`src/rtl/pgptr_pkg.sv`:
```
package pgptr_pkg;

  // One-cycle command strobes passed from control to datapath.
  // At most one of these is set in any cycle.
  typedef struct packed {
    logic wrLo;
    logic wrHi;
    logic wrPg;
    logic wrPair;
    logic inc;
  } ptrStrobe_t;

  // Byte position codes shared by the write select and the read select.
  localparam logic [1:0] SEL_LO   = 2'd0;
  localparam logic [1:0] SEL_HI   = 2'd1;
  localparam logic [1:0] SEL_PG   = 2'd2;
  localparam logic [1:0] SEL_NONE = 2'd3;

endpackage

```
`src/rtl/pgptr_ctrl.sv`:
```
module pgptr_ctrl
  import pgptr_pkg::*;
#(
  parameter int SEL_W = 1
) (
  input  logic             byteWrEn,
  input  logic [1:0]       byteSel,
  input  logic             pairWrEn,
  input  logic             incEn,
  input  logic [SEL_W-1:0] selCopy,
  output ptrStrobe_t       strobe,
  output logic [SEL_W-1:0] tgtCopy
);

  logic byteHit;

  // A byte write with select code 3 does not count as a write.
  assign byteHit = byteWrEn && (byteSel != SEL_NONE);

  // Priority: byte write first, then pair write, then increment.
  always_comb begin
    strobe        = '0;
    strobe.wrLo   = byteHit && (byteSel == SEL_LO);
    strobe.wrHi   = byteHit && (byteSel == SEL_HI);
    strobe.wrPg   = byteHit && (byteSel == SEL_PG);
    strobe.wrPair = pairWrEn && !byteHit;
    strobe.inc    = incEn && !byteHit && !pairWrEn;
  end

  assign tgtCopy = selCopy;

endmodule

```
`src/rtl/pgptr_dpath.sv`:
```
module pgptr_dpath
  import pgptr_pkg::*;
#(
  parameter int NUM_COPIES = 2,
  parameter int BYTE_W     = 8,
  parameter int SEL_W      = 1
) (
  input  logic                clk,
  input  logic                rstN,
  input  ptrStrobe_t          strobe,
  input  logic [SEL_W-1:0]    tgtCopy,
  input  logic [BYTE_W-1:0]   byteWrData,
  input  logic [2*BYTE_W-1:0] pairWrData,
  input  logic [SEL_W-1:0]    selCopy,
  input  logic [1:0]          rdSel,
  output logic [BYTE_W-1:0]   rdData,
  output logic [3*BYTE_W-1:0] addrOut
);

  localparam int ADDR_W = 3 * BYTE_W;
  localparam int PAIR_W = 2 * BYTE_W;
  localparam logic [ADDR_W-1:0] ONE = {{(ADDR_W-1){1'b0}}, 1'b1};

  logic [ADDR_W-1:0] ptrAll [NUM_COPIES];

  // One register group per copy: {page, high, low}.
  for (genvar c = 0; c < NUM_COPIES; c++) begin : gen_copy
    logic [ADDR_W-1:0] ptrQ;
    logic              hitCopy;

    assign hitCopy = (tgtCopy == SEL_W'(c));

    always_ff @(posedge clk or negedge rstN) begin
      if (!rstN) begin
        ptrQ <= '0;
      end else if (hitCopy) begin
        if (strobe.wrLo)   ptrQ[BYTE_W-1:0]        <= byteWrData;
        if (strobe.wrHi)   ptrQ[PAIR_W-1:BYTE_W]   <= byteWrData;
        if (strobe.wrPg)   ptrQ[ADDR_W-1:PAIR_W]   <= byteWrData;
        if (strobe.wrPair) ptrQ[PAIR_W-1:0]        <= pairWrData;
        if (strobe.inc)    ptrQ                    <= ptrQ + ONE;
      end
    end

    assign ptrAll[c] = ptrQ;
  end

  logic [ADDR_W-1:0] activePtr;
  assign activePtr = ptrAll[selCopy];
  assign addrOut   = activePtr;

  always_comb begin
    case (rdSel)
      SEL_LO:  rdData = activePtr[BYTE_W-1:0];
      SEL_HI:  rdData = activePtr[PAIR_W-1:BYTE_W];
      SEL_PG:  rdData = activePtr[ADDR_W-1:PAIR_W];
      default: rdData = '0;
    endcase
  end

endmodule

```
`src/rtl/pgptr_top.sv`:
```
module pgptr_top
  import pgptr_pkg::*;
#(
  parameter int NUM_COPIES = 2,
  parameter int BYTE_W     = 8,
  localparam int SEL_W     = (NUM_COPIES > 1) ? $clog2(NUM_COPIES) : 1
) (
  input  logic                clk,
  input  logic                rstN,
  input  logic [SEL_W-1:0]    selCopy,
  input  logic                byteWrEn,
  input  logic [1:0]          byteSel,
  input  logic [BYTE_W-1:0]   byteWrData,
  input  logic                pairWrEn,
  input  logic [2*BYTE_W-1:0] pairWrData,
  input  logic                incEn,
  input  logic [1:0]          rdSel,
  output logic [BYTE_W-1:0]   rdData,
  output logic [3*BYTE_W-1:0] addrOut
);

  ptrStrobe_t       strobe;
  logic [SEL_W-1:0] tgtCopy;

  pgptr_ctrl #(.SEL_W(SEL_W)) u_ctrl (
    .byteWrEn (byteWrEn),
    .byteSel  (byteSel),
    .pairWrEn (pairWrEn),
    .incEn    (incEn),
    .selCopy  (selCopy),
    .strobe   (strobe),
    .tgtCopy  (tgtCopy)
  );

  pgptr_dpath #(
    .NUM_COPIES (NUM_COPIES),
    .BYTE_W     (BYTE_W),
    .SEL_W      (SEL_W)
  ) u_dpath (
    .clk        (clk),
    .rstN       (rstN),
    .strobe     (strobe),
    .tgtCopy    (tgtCopy),
    .byteWrData (byteWrData),
    .pairWrData (pairWrData),
    .selCopy    (selCopy),
    .rdSel      (rdSel),
    .rdData     (rdData),
    .addrOut    (addrOut)
  );

endmodule

```
`config.mk`:
```
export PLATFORM = sky130hd
export DESIGN_NAME = pgptr_top
export DESIGN_NICKNAME = d
export VERILOG_FILES = /design/src/rtl/pgptr_pkg.sv /design/src/rtl/pgptr_ctrl.sv /design/src/rtl/pgptr_dpath.sv /design/src/rtl/pgptr_top.sv
export SDC_FILE = /design/constraint.sdc
export NUM_CORES = 1
export LEC_CHECK = 0
export ABC_AREA = 1
export BUFFER_PORTS_ARGS = -buffer_cell sky130_fd_sc_hd__buf_2
export CAP_MARGIN = 30
export CORE_ASPECT_RATIO = 0.8
export CORE_MARGIN = 2
export CORE_UTILIZATION = 29
export DETAILED_ROUTE_END_ITERATION = 10
export SLEW_MARGIN = 20
export SYNTH_ARGS = -nofsm -noshare
export SYNTH_HDL_FRONTEND = slang
export SYNTH_SLANG_ARGS = --single-unit
```
`constraint.sdc`:
```
create_clock -name clk -period 2.6 [get_ports clk]
set_clock_uncertainty 0.2 [all_clocks]
set_input_delay 0.52 -clock clk [delete_from_list [all_inputs] [get_ports clk]]
set_output_delay 0.52 -clock clk [all_outputs]
set_load 0.03 [all_outputs]
```
==> results of run 1 <==
worst max-delay path, cell delays in order:
cell	delay (ns)
buf_2	0.12
buf_12	0.18
o21ai_0	0.36
nand2_1	0.17
nand3_1	0.12
buf_2	0.20
area by class of cell:
class	count	area, um^2
flip-flops and latches	48	1201
multi-input cells	565	2504
fillers	1558	8848
inverters	76	285.3
clock inverters	1	8.758
repair buffers	85	488.0
clock buffers	7	132.6
well taps	180	225.2
per-layer routing:
layer / global-route usage, % / wire, um / vias to the layer above
met5: 0 / 0 / -
met4: 4.399 / 256 / 0
met3: 3.122 / 1064 / 16
met2: 28.03 / 6245 / 163
met1: 33.08 / 7557 / 2175
li1: - / - / 2413
per-stage QoR:
| stage | utilization [%] | setup WS, ns | instances | hold WS, ns | setup TNS [ns] |
|---|---|---|---|---|---|
| 2_1_floorplan | - | -0.1025 | 711 | 0.02441 | -0.7170 |
| 5_1_grt | 35.38 | 0.1524 | 962 | 0.2197 | 0 |
| 3_3_place_gp | 34.35 | 0.2276 | 954 | 0.3469 | 0 |
| 4_1_cts | 35.38 | 0.2175 | 962 | 0.1835 | 0 |
| 3_5_place_dp | 34.35 | 0.2281 | 954 | 0.3456 | 0 |
| 6_report | 35.38 | 0.1998 | 962 | 0.1467 | 0 |
synthesized netlist by cell type (all sizes together):
library cell,n
a21oi,50
buf,15
clkbuf,7
clkinv,1
dfrtp,48
ha,2
inv,75
nand2,266
nand3,77
nand4,10
nor2,91
nor3,2
o21a,1
o21ai,61
o21bai,1
o31ai,1
xnor2,1
xor2,2
power by group through the flow:
stage	sequential [mW]	clock [mW]	combinational [mW]
5_1_grt	1.17	0.716	1.27
6_report	1.15	0.677	1.14
3_3_place_gp	1.16	0	1.13
4_1_cts	1.14	0.694	1.14
2_1_floorplan	1.06	0	0.787
3_5_place_dp	1.15	0	1.13
worst max-delay path by stage:
| stage | from | to |
|---|---|---|
| after detailed placement | selCopy | rdData[0] |
| after global routing | selCopy | rdData[6] |
| final | selCopy | rdData[6] |
| after floorplan | selCopy | rdData[3] |
| after global placement | selCopy | rdData[0] |
| after CTS | u_dpath.gen_copy[0].ptrQ[16] | rdData[0] |
cells by family (layout without fill, tap and decap cells):
family / count (synthesis) / count (layout) / share of synthesized area (%)
buffers and inverters: 98 / 169 / 9.918
xor gates and xnor gates: 3 / 3 / 0.6390
DFF: 48 / 48 / 29.21
and+or+nand+nor: 446 / 446 / 45.36
AOI/OAI and AO/OA: 114 / 114 / 14.27
adders and majority gates: 2 / 2 / 0.6084
==> flow_summary.ini, run 1 <==
[outcome]
outcome = complete, no violations

[power_and_ir_drop]
p_sw_share_pct = 45.51
p_leak_nw = 2.471
power_frac_comb_pct = 38.5
power.density_nw_per_um2 = 613.2
p_total_mw = 2.971
peakVddDrop_mv = 0.2737
power.internal_mw = 1.619
net-switching-power_mw = 1.352
clkPwrFrac_pct = 22.8
seqPwrFrac_pct = 38.7

[placement]
place_congestion = 0.9412
port_buffers = 65
place_area_um2 = 4703
dp_hpwl_um = 11720

[routing]
vias = 4767
wl_um = 15120
postRouteAntennaNets = 0
drc = 0
viasPerCell = 4.955
wl_per_cell_um = 15.72
first_pass_iters = 5
drt_iter0_markers = 598

[worst_setup_path]
path_class = input port to primary output
worstSetupStartpointType = input port
crit_fanout = 52
r2r-end = u_dpath.gen_copy[1].ptrQ[14]
crit_required_ns = 1.88
worstRegToRegCells = 8
endpoint_kind = primary output
reg2reg_setup_slack_ns = 0.60
crit_arrival_ns = 1.68
r2r_start = u_dpath.gen_copy[1].ptrQ[1]

[timing]
setup_viol_count_final = 0
timing.slew.headroom_pct = 54.61
fin_crit_sh_pct = 92.31
slew_viol_final = 0
worstMarginPinSlew_ns = 0.6809
final-hold-violation-count = 0
rsz0062_at_grt = no
fmax_mhz = 416.6
fin_crit_ns = 2.400

[logic_synthesis]
synth-seq-area-share_pct = 29.21
ys_warn_count = 0
synthCells = 711
ys_seq_elements = 48
synth_nets = 747
synthDistinctLibCells = 29
syn-cell-area_um2 = 4113
yosysTopAreaCell = dfrtp_1
syn_avg_cell_area_um2 = 5.784
synth.top_cell.area_share_pct = 29.21
synth.area.top_cells = dfrtp_1 29%, nand2_1 24%, nand3_1 9.2%, nor2_1 7.3%, o21ai_0 6.9%

[clocking]
clk-insertion-delay-late_ns = 0.30
cts_buffer_depth = 2
clk_pin_slew_ns = 0.08
tritoncts = yes
post_cts_buffers = 0
htreeDepth = 2
clock-sinks = 48
cts_hold_buffers = 0
cts_buffers = 5
cts_resized = 0
root_buffer = clkbuf_16

[floorplan]
core_um2 = 13690
die_area_um2 = 15160
chipHeight_um = 110.5
ios = 66
die_w_um = 137.1
start_util_pct = 30.03
num_rows = 38

[final_layout]
regMostFlops = u_dpath.gen_copy.ptrQ
layout-drive-gt1-share_pct = 14.45
mostFrequentLayoutCells = 262 x nand2_1, 80 x nor2_1, 76 x nand3_1, 71 x inv_1, 65 x buf_2
synthToLayoutAreaGrowth_pct = 17.80
n_antenna_cell = 0
fin_area_um2 = 4845
largestRegisters = u_dpath.gen_copy.ptrQ: 48 flops
largest_reg_flops = 48
nNetsFinal = 817
final_common_cell = nand2_1

[job]
cap_violations = 0

[global_routing]
grt_pass1_vias = 4273
grtUsageTotal_pct = 20.49
grt-ovfl-total = 0
antenna_found_initial = 0
grt_first_pass_wirelength_um = 24000
grt_max_degree = 53

[hold_path]
hold_class = input port to async pin
(Power assumes the default switching activity.)
==> run 2, diff against run 1 <==
--- a/config.mk
+++ b/config.mk
@@ -10,8 +10,9 @@
 export CAP_MARGIN = 30
 export CORE_ASPECT_RATIO = 0.8
 export CORE_MARGIN = 2
-export CORE_UTILIZATION = 29
+export CORE_UTILIZATION = 50
 export DETAILED_ROUTE_END_ITERATION = 10
+export PLACE_DENSITY = 0.72
 export SLEW_MARGIN = 20
 export SYNTH_ARGS = -nofsm -noshare
 export SYNTH_HDL_FRONTEND = slang
==> run 2 against run 1 <==
Cell area is 2.7% lower. Non-clock buffer count decreased by 4. Core utilization up 24 points. Cell count fell by 8.0%. Flip-flop and latch count unchanged. Clock power decreased by 4.6%. Largest cell class unchanged. Highest routed layer unchanged. Setup slack barely moved. Via count up 2.6%. Combinational power about the same. Register-to-register slack improved by 0.07 ns.
==> flow_summary.ini, run 2 (synthesis gave the netlist of run 1 again) <==
[global_routing]
use_met2_pct = 51.14
grt-ovfl-total = 0
grt_max_degree = 40
antenna_found_initial = 0
grtUsageTotal_pct = 32.55
grt_first_pass_wirelength_um = 22600
global_route.usage.met3_pct = 6.452
gr-max-usage-layer = met2
grt_pass1_vias = 4364
grtUsageMet1_pct = 46.45

[worst_setup_path]
crit_fanout = 23
worstSetupStartpointType = input port
endpoint_kind = primary output
cp_slowest_stage_delay_ns = 0.38
crit_top_cell = buf_2
reg2reg_setup_slack_ns = 0.67
slowest_stage = o21ai_0
crit_chain = buf_2, buf_4, o21ai_0, nand2_1, nand3_1, buf_2
crit_required_ns = 1.88
crit_arrival_ns = 1.68
path_class = input port to primary output

[clocking]
clk_pin_slew_ns = 0.10
root_buffer = clkbuf_8
clk-insertion-delay-late_ns = 0.31
cts_hold_buffers = 1
htreeDepth = 2
clock-sinks = 48
tritoncts = yes
cts_buffers = 5
cts_resized = 0
cts_buffer_depth = 2
post_cts_buffers = 0

[placement]
place_congestion = 0.9919
port_buffers = 65
dp_hpwl_um = 11380

[final_layout]
nNetsFinal = 813
regMostFlops = u_dpath.gen_copy.ptrQ
synthToLayoutAreaGrowth_pct = 14.63
final-seq-area_um2 = 1201
mostFrequentLayoutCells = 262 x nand2_1, 80 x nor2_1, 76 x nand3_1, 71 x inv_1, 65 x buf_2
largestRegisters = u_dpath.gen_copy.ptrQ: 48 flops
n_antenna_cell = 0
final_common_cell = nand2_1
n_fill_cell = 803
multi_input_area_um2 = 2504
layout-drive-gt1-share_pct = 14.03
largest_reg_flops = 48

[timing]
fmax_mhz = 416.6
final-hold-violation-count = 0
setup_viol_count_final = 0
fin_crit_ns = 2.400
fin_crit_sh_pct = 92.32
timing.hold.ws_ns = 0.3884
tns_ns = 0
slew_viol_final = 0
timing.slew.headroom_pct = 71.17
rsz0062_at_grt = no
worstMarginPinSlew_ns = 0.4279

[routing]
wl_um = 14380
vias = 4892
first_pass_iters = 5
wl_per_cell_um = 16.25
drt_iter0_markers = 497
drc = 0
postRouteAntennaNets = 0
viasPerCell = 5.528

[floorplan]
chipHeight_um = 85.12
core_um2 = 7946
die_area_um2 = 8972
die_w_um = 105.4
num_rows = 29
start_util_pct = 51.76
ios = 66

[power_and_ir_drop]
peakVddDrop_mv = 0.3641
p_leak_nw = 2.450
power.density_nw_per_um2 = 617.8

[hold_path]
hold_class = register to register

[job]
cap_violations = 0

[outcome]
outcome = complete, no violations
==> run 2: cell count changes in the layout (fill, tap and decap cells not counted), sizes merged <==
cell         delta
clkinv          -1
bufinv          +2
buf             -5
clkbuf          -2
dlygate4sd3     +1
==> run 2: layout make-up <==
| type | instances | share of cell area (%) |
|---|---|---|
| clock buffers | 5 | 1.460 |
| repair buffers | 81 | 9.766 |
| clock inverters | 2 | 1.274 |
| flip-flops and latches | 48 | 25.48 |
| well taps | 108 | 2.866 |
| inverters | 76 | 6.051 |
| multi-input cells | 565 | 53.11 |
==> run 2: worst paths after layout <==
check | cells after the start | startpoint | to
worst max register to register | 8 | u_dpath.gen_copy[0].ptrQ[1] | u_dpath.gen_copy[0].ptrQ[12]
min in group asynchronous | 2 | rstN | u_dpath.gen_copy[1].ptrQ[0]
worst min-delay path | 2 | u_dpath.gen_copy[0].ptrQ[23] | u_dpath.gen_copy[0].ptrQ[23]
worst min register to register | 2 | u_dpath.gen_copy[0].ptrQ[23] | u_dpath.gen_copy[0].ptrQ[23]
max in group asynchronous | 3 | rstN | u_dpath.gen_copy[0].ptrQ[6]
worst max-delay path | 6 | selCopy | rdData[6]
==> run 2: critical path: cells and delay by family <==
kind                   cells  cell delay, ns
buffers and inverters      3            0.55
and+or+nand+nor            2            0.23
AOI/OAI and AO/OA          1            0.38
==> run 2: layer usage <==
| layer | vias to the layer above | part of all wire, % |
|---|---|---|
| met5 | - | 0 |
| met4 | 0 | 2.1 |
| met3 | 31 | 13 |
| met2 | 278 | 44 |
| met1 | 2186 | 41 |
| li1 | 2397 | - |
==> run 2: per-stage QoR <==
stage | power, mW | std cells | setup slack (ns) | instance area (um^2) | utilization (%)
final | 2.913 | 885 | 0.1997 | 4715 | 59.33
after global routing | 3.089 | 885 | 0.1546 | 4715 | 59.33
after CTS | 2.892 | 885 | 0.2270 | 4715 | 59.33
after detailed placement | 2.248 | 877 | 0.2299 | 4576 | 57.58
after global placement | 2.224 | 877 | 0.2270 | 4576 | 57.58
after floorplan | 1.849 | 711 | -0.1025 | 4113 | -
==> run 2: power by group <==
part | switching, mW | internal [mW]
clock | 0.266 | 0.379
sequential | 0.262 | 0.899
combinational | 0.770 | 0.336
